## src/rtl/tri_pwm_pkg.sv

```systemverilog
package tri_pwm_pkg;
  localparam int DW  = 8;              // register data width
  localparam int AW  = 4;              // register address width
  localparam int CW  = 12;             // counter / compare width
  localparam int PW  = 3;              // prescaler code width
  localparam int NPH = 3;              // number of phases
  localparam int PER_HI_W   = CW - DW;         // period bits in the upper byte
  localparam int FINE_LO_W  = CW - (DW - 1);   // low-byte bits used in fine mode
  localparam int COARSE_SH  = CW - DW;         // left shift in coarse mode

  localparam logic [AW-1:0] ADR_CTRL  = AW'(0);
  localparam logic [AW-1:0] ADR_PH0   = AW'(1);
  localparam logic [AW-1:0] ADR_PER_H = AW'(1 + 2*NPH);
  localparam logic [AW-1:0] ADR_PER_L = AW'(2 + 2*NPH);

  // bit 7 coarse, bits 6..4 force U/V/W, bit 3 center, bits 2..0 prescaler
  typedef struct packed {
    logic           coarse;
    logic [NPH-1:0] force_full;
    logic           center;
    logic [PW-1:0]  psc;
  } ctrl_t;

  function automatic logic [CW-1:0] eff_cmp(input logic [DW-1:0] hi,
                                            input logic [DW-1:0] lo,
                                            input logic coarse);
    if (coarse) return {hi, {COARSE_SH{1'b0}}};
    return {hi[DW-2:0], lo[DW-1 -: FINE_LO_W]};
  endfunction

  function automatic logic phase_full(input logic [DW-1:0] hi,
                                      input logic forced,
                                      input logic coarse);
    return forced | (~coarse & hi[DW-1]);
  endfunction

  function automatic logic psc_done(input logic [PW-1:0] cnt,
                                    input logic [PW-1:0] code);
    return cnt >= code;
  endfunction
endpackage

```

## src/rtl/tri_pwm_presc.sv

```systemverilog
module tri_pwm_presc
  import tri_pwm_pkg::*;
(
  input  logic          clk,
  input  logic          rst_n,
  input  logic [PW-1:0] code,
  output logic          tick
);
  logic [PW-1:0] div_q;

  assign tick = psc_done(div_q, code);

  always_ff @(posedge clk) begin
    if (!rst_n)     div_q <= '0;
    else if (tick)  div_q <= '0;
    else            div_q <= div_q + 1'b1;
  end


  tick_gap_chk: assert property (@(posedge clk) disable iff (!rst_n)
    (tick && code != '0) |=> (!tick || code == '0));
endmodule

```

## src/rtl/tri_pwm_cnt.sv

```systemverilog
module tri_pwm_cnt
  import tri_pwm_pkg::*;
(
  input  logic          clk,
  input  logic          rst_n,
  input  logic          tick,
  input  logic          center,
  input  logic [CW-1:0] per_act,
  input  logic [CW-1:0] per_pre,
  output logic [CW-1:0] cnt,
  output logic          upd_evt
);
  logic [CW-1:0] cnt_q;
  logic          dir_dn;
  logic          at_top;
  logic          at_zero;

  assign at_top  = cnt_q >= per_act;
  assign at_zero = cnt_q == '0;
  assign upd_evt = tick & (center ? (dir_dn & at_zero) : at_top);
  assign cnt     = cnt_q;

  always_ff @(posedge clk) begin
    if (!rst_n) begin
      cnt_q  <= '0;
      dir_dn <= 1'b1;
    end else if (tick) begin
      if (!center) begin
        dir_dn <= 1'b1;
        cnt_q  <= at_top ? '0 : cnt_q + 1'b1;
      end else if (dir_dn) begin
        if (at_zero) begin
          dir_dn <= 1'b0;
          cnt_q  <= (per_pre != '0) ? CW'(1) : '0;
        end else begin
          cnt_q  <= cnt_q - 1'b1;
        end
      end else if (at_top) begin
        dir_dn <= 1'b1;
        cnt_q  <= at_zero ? '0 : cnt_q - 1'b1;
      end else begin
        cnt_q  <= cnt_q + 1'b1;
      end
    end
  end


  cnt_hold_chk: assert property (@(posedge clk) disable iff (!rst_n)
    !tick |=> $stable(cnt_q));


  restart_chk: assert property (@(posedge clk) disable iff (!rst_n)
    upd_evt |=> (cnt_q <= CW'(1)));
endmodule

```

## src/rtl/tri_pwm_regs.sv

```systemverilog
module tri_pwm_regs
  import tri_pwm_pkg::*;
(
  input  logic                     clk,
  input  logic                     rst_n,
  input  logic                     wr_en,
  input  logic [AW-1:0]            wr_addr,
  input  logic [DW-1:0]            wr_data,
  input  logic                     upd_evt,
  output ctrl_t                    ctrl_q,
  output logic [CW-1:0]            per_act,
  output logic [CW-1:0]            per_pre,
  output logic [NPH-1:0][DW-1:0]   hi_act,
  output logic [NPH-1:0][DW-1:0]   lo_act,
  output logic [NPH-1:0]           force_act,
  output logic                     coarse_act
);
  logic [NPH-1:0][DW-1:0] hi_pre;
  logic [NPH-1:0][DW-1:0] lo_pre;
  logic [PER_HI_W-1:0]    per_hi_q;
  logic [DW-1:0]          per_lo_q;
  logic                   ctrl_wr;

  assign ctrl_wr = wr_en && (wr_addr == ADR_CTRL);
  assign per_pre = {per_hi_q, per_lo_q};

  // shadow registers
  always_ff @(posedge clk) begin
    if (!rst_n) begin
      ctrl_q   <= '0;
      hi_pre   <= '0;
      lo_pre   <= '0;
      per_hi_q <= '0;
      per_lo_q <= '0;
    end else begin
      if (ctrl_wr)           ctrl_q <= ctrl_t'(wr_data);
      else if (upd_evt)      ctrl_q.force_full <= '0;
      for (int p = 0; p < NPH; p++) begin
        if (wr_en && wr_addr == ADR_PH0 + AW'(2*p))     hi_pre[p] <= wr_data;
        if (wr_en && wr_addr == ADR_PH0 + AW'(2*p + 1)) lo_pre[p] <= wr_data;
      end
      if (wr_en && wr_addr == ADR_PER_H) per_hi_q <= wr_data[PER_HI_W-1:0];
      if (wr_en && wr_addr == ADR_PER_L) per_lo_q <= wr_data;
    end
  end

  // live registers, loaded only at the update event
  always_ff @(posedge clk) begin
    if (!rst_n) begin
      hi_act     <= '0;
      lo_act     <= '0;
      per_act    <= '0;
      force_act  <= '0;
      coarse_act <= 1'b0;
    end else if (upd_evt) begin
      hi_act     <= hi_pre;
      lo_act     <= lo_pre;
      per_act    <= per_pre;
      force_act  <= ctrl_q.force_full;
      coarse_act <= ctrl_q.coarse;
    end
  end


  act_hold_chk: assert property (@(posedge clk) disable iff (!rst_n)
    !upd_evt |=> ($stable(hi_act) && $stable(lo_act) && $stable(per_act)
                  && $stable(force_act) && $stable(coarse_act)));


  force_xfer_chk: assert property (@(posedge clk) disable iff (!rst_n)
    upd_evt |=> (force_act == $past(ctrl_q.force_full)));


  self_clr_chk: assert property (@(posedge clk) disable iff (!rst_n)
    (upd_evt && !ctrl_wr) |=> (ctrl_q.force_full == '0));
endmodule

```

## src/rtl/tri_pwm_cmp.sv

```systemverilog
module tri_pwm_cmp
  import tri_pwm_pkg::*;
(
  input  logic [CW-1:0] cnt,
  input  logic [DW-1:0] hi,
  input  logic [DW-1:0] lo,
  input  logic          coarse,
  input  logic          forced,
  output logic          pwm
);
  logic [CW-1:0] thr;
  logic          full;

  assign thr  = eff_cmp(hi, lo, coarse);
  assign full = phase_full(hi, forced, coarse);
  assign pwm  = full | (cnt < thr);
endmodule

```

## src/rtl/tri_pwm.sv

```systemverilog
module tri_pwm
  import tri_pwm_pkg::*;
(
  input  logic          clk,
  input  logic          rst_n,
  input  logic          wr_en,
  input  logic [AW-1:0] wr_addr,
  input  logic [DW-1:0] wr_data,
  output logic          pwm_u,
  output logic          pwm_v,
  output logic          pwm_w,
  output logic          upd_pulse
);
  ctrl_t                  ctrl_q;
  logic                   tick;
  logic                   upd_evt;
  logic [CW-1:0]          cnt;
  logic [CW-1:0]          per_act;
  logic [CW-1:0]          per_pre;
  logic [NPH-1:0][DW-1:0] hi_act;
  logic [NPH-1:0][DW-1:0] lo_act;
  logic [NPH-1:0]         force_act;
  logic                   coarse_act;
  logic [NPH-1:0]         pwm_vec;

  tri_pwm_regs regs_i (
    .clk, .rst_n, .wr_en, .wr_addr, .wr_data, .upd_evt,
    .ctrl_q, .per_act, .per_pre, .hi_act, .lo_act, .force_act, .coarse_act
  );

  tri_pwm_presc presc_i (
    .clk, .rst_n, .code(ctrl_q.psc), .tick
  );

  tri_pwm_cnt cnt_i (
    .clk, .rst_n, .tick, .center(ctrl_q.center),
    .per_act, .per_pre, .cnt, .upd_evt
  );

  // phase p = 0 is U; its force bit is the most significant one
  for (genvar p = 0; p < NPH; p++) begin : g_phase
    tri_pwm_cmp cmp_i (
      .cnt, .hi(hi_act[p]), .lo(lo_act[p]), .coarse(coarse_act),
      .forced(force_act[NPH-1-p]), .pwm(pwm_vec[p])
    );
  end

  assign pwm_u = pwm_vec[0];
  assign pwm_v = pwm_vec[1];
  assign pwm_w = pwm_vec[2];

  always_ff @(posedge clk) begin
    if (!rst_n) upd_pulse <= 1'b0;
    else        upd_pulse <= upd_evt;
  end


  pulse_follow_chk: assert property (@(posedge clk) disable iff (!rst_n)
    upd_evt |=> upd_pulse);
endmodule

```

## config.mk

```make
export PLATFORM = sky130hd
export DESIGN_NAME = tri_pwm
export DESIGN_NICKNAME = d
export VERILOG_FILES = /design/src/rtl/tri_pwm_pkg.sv /design/src/rtl/tri_pwm_presc.sv /design/src/rtl/tri_pwm_cnt.sv /design/src/rtl/tri_pwm_regs.sv /design/src/rtl/tri_pwm_cmp.sv /design/src/rtl/tri_pwm.sv
export SDC_FILE = /design/constraint.sdc
export NUM_CORES = 1
export LEC_CHECK = 0
export ABC_CLOCK_PERIOD_IN_PS = 4300
export CAP_MARGIN = 30
export CORE_MARGIN = 4
export CORE_UTILIZATION = 40
export CTS_BUF_LIST = sky130_fd_sc_hd__clkbuf_16
export DETAILED_ROUTE_END_ITERATION = 7
export PLACE_DENSITY_LB_ADDON = 0.15
export SLEW_MARGIN = 10
export SYNTH_ARGS = -nofsm -noshare
export SYNTH_HDL_FRONTEND = slang
export SYNTH_SLANG_ARGS = --single-unit
export TNS_END_PERCENT = 10
```

## constraint.sdc

```tcl
create_clock -name clk -period 4.3 [get_ports clk]
set_clock_uncertainty 0.1 [all_clocks]
set_input_delay 0.86 -clock clk [delete_from_list [all_inputs] [get_ports clk]]
set_output_delay 0.86 -clock clk [all_outputs]
set_load 0.05 [all_outputs]
```

# Yosys cells after proc, flatten, opt, wreduce, memory -nomap -nowiden
# Index checks and enable logic that the tools add are counted.
[word_totals]
register_bits = 149
latch_bits = 0
mem_bits_rw = 0
mem_bits_ro = 0
in_bits = 15
out_inout_bits = 4
word_cells = 89
mem_count = 0
[classes]
n_addsub = 3
n_mul = 0
div = 0
magnitude_cmp = 5
n_eq_ne = 8
n_shift = 0
muxes = 21
n_bitwise = 13
reduce_logical = 14
[op_table]
columns = ["op", "count"]
rows = [
  ["12-bit 2-to-1 mux", 12],
  ["12-bit < comparator", 3],
  ["4-bit by 3-bit == test with 1-bit output (second input constant)", 4],
  ["12-bit by 1-bit adder with 12-bit output (second input constant)", 1],
  ["12-bit >= comparator", 1],
  ["12-bit zero test", 1],
  ["12-bit nonzero test", 1],
  ["12-bit by 1-bit subtractor with 12-bit output (second input constant)", 1],
  ["1-bit logical AND", 9],
  ["4-bit by 2-bit == test with 1-bit output (second input constant)", 2],
  ["1-bit 2-to-1 mux", 7],
  ["3-bit 2-to-1 mux", 2],
  ["1-bit OR", 6],
  ["1-bit bitwise AND", 5],
  ["4-bit by 1-bit == test with 1-bit output (second input constant)", 1],
  ["4-bit == test (second input constant)", 1],
  ["4-bit zero test", 1],
  ["3-bit by 1-bit adder with 3-bit output (second input constant)", 1],
  ["3-bit >= comparator", 1],
  ["1-bit inverter", 2],
  ["2-bit nonzero test", 1],
  ["2-bit OR reduction", 1],
]

# Logic depth before layout (Yosys ltp)
[depth]
ltp_word = 6
depth_mapped = 10
ltp_nobuf = 8

# Cells and area by module
# A second synthesis with hierarchy kept.
[hier_totals]
cells_unflattened = 772
hier_area_um2 = 7597.3
[modules_own_cells]
columns = ["module", "n_inst", "cells_per_inst", "area_each_um2", "seq_area_each_um2"]
rows = [
  ["tri_pwm_regs", 1, 447, 4907.2, 2642.5],
  ["tri_pwm_cnt", 1, 182, 1428.9, 260.2],
  ["tri_pwm_cmp (g_phase[1].cmp_i)", 1, 41, 354.1, 0.0],
  ["tri_pwm_cmp (g_phase[2].cmp_i)", 1, 40, 346.6, 0.0],
  ["tri_pwm_cmp (g_phase[0].cmp_i)", 1, 40, 345.3, 0.0],
  ["tri_pwm_presc", 1, 20, 188.9, 60.1],
  ["tri_pwm", 1, 2, 26.3, 20.0],
]

# Least setup slack after synthesis
# No wires, ideal clock.
[synth_path]
path_kind = "register to output"
start = "reg regs_i.coarse_act"
end = "out pwm_v"
arrival_time_ns = 2.579
required_time_ns = 3.340
setup_slack_ns = 0.761
stages_incl_launch_ff = 10
path_buffers = 2
path_cell_list = "dfxtp_1 > clkbuf_1 > clkbuf_1 > mux2i_1 > ha_1 > a21o_1 > a21oi_1 > nor2_1 > a211oi_1 > a221o_1"
[synth_via]
elab_chain_cells = 4
word_cells_on_any_way = 7
cone_classes = "order compare: 1; mux: 2; bitwise: 4"
[synth_lines]
columns = ["element", "line_no", "rtl"]
rows = [
  ["from (decl)", "tri_pwm_regs.sv:16", "output logic coarse_act"],
  ["from (signal assigned)", "tri_pwm_regs.sv:60", "coarse_act <= ctrl_q.coarse;"],
  ["1-bit 2-to-1 mux / 1-bit inverter (equally long branches)", "tri_pwm_pkg.sv:27, tri_pwm_pkg.sv:34", ""],
  ["12-bit 2-to-1 mux / 1-bit bitwise AND (equally long branches)", "tri_pwm_pkg.sv:28, tri_pwm_pkg.sv:34", ""],
  ["12-bit < comparator / 1-bit OR (equally long branches)", "tri_pwm_cmp.sv:16, tri_pwm_pkg.sv:34", ""],
  ["1-bit OR *", "tri_pwm_cmp.sv:16", "assign pwm = full | (cnt < thr);"],
  ["to (decl)", "tri_pwm.sv:10", "output logic pwm_v,"],
]
# Every way passes the cells marked *; elsewhere a longest branch is shown, timed or not.

# Worst setup path after layout
# Same ends and word-level chain as after synthesis.

==> metrics <==
status=finished, final reports clean; total number of vias=roughly 5,200; DRC Markers=0; pwr/cell area=389 nW/µm²; worst-margin pin slew=907 ps; hold endpoint=presc_i.div_q[0]; post-DR wirelength/cell=17.8 µm; total grt overflow=0; CORE AREA=between 15,000 and 20,000 µm²; hpwl dp=11.3 mm; flops & latches, synth=131; Critical Path RT=3340 ps; Synth async-reset ratio=0%; FP Rows=46; Peak VDD IR=between 0.2 and 0.3 mV; RePlAce Congestion=0.810; multi-input logic area=3800 µm²; total die area=about 19,000 µm²; vias in the first global route=a little over 5,000; Synth top area share=approximately two fifths; H-Tree Depth=4; cts hold-fix bufs=0; sequential cell area fraction in the yosys report=39.3%; clk sinks=131; first-pass GRT wire length=27.7 mm; hold path start=presc_i.div_q[0]; register area=2620 µm²; critical path launch point type=flop; CP max FO=26; post-synth cell types=58; Starting Density=41.4%; Total Routed Length=16.9 mm; final worst slack=~600 ps; io pins=19; Clock Tree Buf Depth=2; Yosys warning total=0; WHS Path Cells=1; die extent in x=about 140 µm; Final Critical Period=approximately 3700 ps; fmax=0.271 GHz; layout cell share with drive strength beyond 1=7.46%; MaxCap Viol Count=0; Syn Nets=786; Clock Latency Late Sink=420 ps; post-synthesis cell count=719; initial antenna violation count=0; Hold Slack=355 ps; commonest non-fill, non-tap cells in the layout=137 x mux2i_1, 133 x nor2_1, 131 x dfxtp_1; GRT Util Overall=19.2%; 1st-iter DRT viols=383; Worst R2R Setup Slack=between 900 and 1000 ps; largest net degree at the start of global routing=between 80 and 90; cell taking the most area after synthesis=dfxtp_1; Slew headroom=38.9%; critical path capture point type=output port; Clock transition at path regs=around 60 ps; worst r2r path cells=7; number of nets in the layout=791; Netlist Area Pre-Place=6680 µm²; post-CTS resize count=0; fill count=1,509; vias per cell=5.42; postcts setup bufs=0; Diodes inserted=0; Final ANT Viol Nets=0; overall power=2.99 mW; fin crit share=~86%; area added between synthesis and finish=14.9%; leakage=3.43 nW; Slew Limit Fails=0; most common cell after layout, fill and taps aside=mux2i_1; Setup-failing EPs final=0; TNS Setup=0 ps; RSZ-0062 raised after global routing=no; total CTS buffers=17; input/output buffers=18; reg2reg start=cnt_i.cnt[6]; fin util=47.6%; HP Class=flop to flop; Initial DRT Pass Iterations=4; Primary FF master, synth=dfxtp_1; Avg Inst Size Synth=9.29 µm²; dpl ws=820 ps; EDFF count, synth=0; final cell count without fillers=roughly 950; Placed Area=7080 µm²; largest cells by area after synthesis=dfxtp_1 39%, mux2i_1 21%, ha_1 9.7%, nor2_1 7.5%, clkbuf_1 2.0%; fin area=about 7700 µm²; Arr. time, crit path=2720 ps; reg-to-reg endpoint=cnt_i.cnt[0]; final hold violation count=0; die height=137 µm; clk root buf=clkbuf_16; CTS tree=built; critical path class=flop to output port; Placed Instances=918
logic make-up (layout without fill, tap and decap cells):
family / count (synthesis) / after routing / share of synthesized area (%)
AND/OR/NAND/NOR: 239 / 239 / 16.5
XOR/XNOR: 8 / 8 / 1.05
adder cells (fa/ha/maj): 52 / 52 / 9.74
flip-flops: 131 / 131 / 39.3
AO/OA/AOI/OAI: 88 / 88 / 8.82
buffers and inverters: 64 / 82 / 4.10
multiplexers: 137 / 137 / 20.5
routing by layer:
metal | vias to the layer above | global-route usage (%) | wire length (µm)
li1 | 2549 | - | -
met1 | 2489 | 27.3 | 8430
met2 | 100 | 29.1 | 7500
met3 | 23 | 4.27 | 735
met4 | 0 | 6.10 | 268
met5 | - | 0 | 0
power breakdown:
group | leakage (nW) | switching [mW] | internal (mW)
combinational | 2.11 | 0.202 | 0.141
sequential | 1.06 | 0.0134 | 1.23
clock | 0.268 | 0.593 | 0.808
critical path, cell delays in order (launching register included):
cell and delay, ps:
dfxtp_1 320, buf_4 390, mux2i_1 270, ha_1 270, a21o_1 180, a21oi_1 150, nor2_1 60, a211oi_1 240
a221o_1 250, buf_12 150
worst max-delay path by stage:
stage / from / end / slack [ps] / cells past startpoint
after detailed placement: wr_en / regs_i.hi_pre[6] / 820 / 5
final: regs_i.coarse_act / pwm_v / 620 / 9
after global placement: wr_en / regs_i.hi_pre[2] / 840 / 5
after floorplan: regs_i.coarse_act / pwm_v / 760 / 9
after CTS: regs_i.coarse_act / pwm_v / 590 / 9
after global routing: regs_i.coarse_act / pwm_v / 420 / 9
state kept, by name, summed over array words and instances (netlist names), 8 cells and up:
name	flops
cnt_i.cnt	12
regs_i.ctrl_q	8
regs_i.hi_act	24
regs_i.hi_pre	24
regs_i.lo_act	15
regs_i.lo_pre	15
regs_i.per_act	12
regs_i.per_lo_q	8
layout make-up:
cell class / instances / share of cell area, %
clock buffers: 17 / 5.55
clock inverters: 15 / 1.92
inverters: 18 / 0.897
multi-input cells: 524 / 49.5
flip-flops and latches: 131 / 34.2
well taps: 216 / 3.52
repair buffers: 32 / 4.42
cells in the mapped netlist, drive strengths merged (3+ instances only):
| master | number |
|---|---|
| nand4 | 6 |
| nor3b | 5 |
| a21boi | 5 |
| nand3 | 17 |
| xor2 | 3 |
| or3 | 5 |
| o21ai | 20 |
| a221oi | 4 |
| ha | 52 |
| a21o | 11 |
| nand3b | 6 |
| nor3 | 7 |
| a22oi | 3 |
| a31oi | 3 |
| and3 | 4 |
| mux2i | 137 |
| a21oi | 20 |
| dfxtp | 131 |
| and2 | 4 |
| buf | 9 |
| a221o | 3 |
| xnor2 | 5 |
| nor2 | 133 |
| nor4 | 7 |
| a211oi | 5 |
| clkbuf | 37 |
| nor2b | 3 |
| inv | 18 |
| nand2 | 33 |
Note: power is estimated with default switching activity, not from simulation.
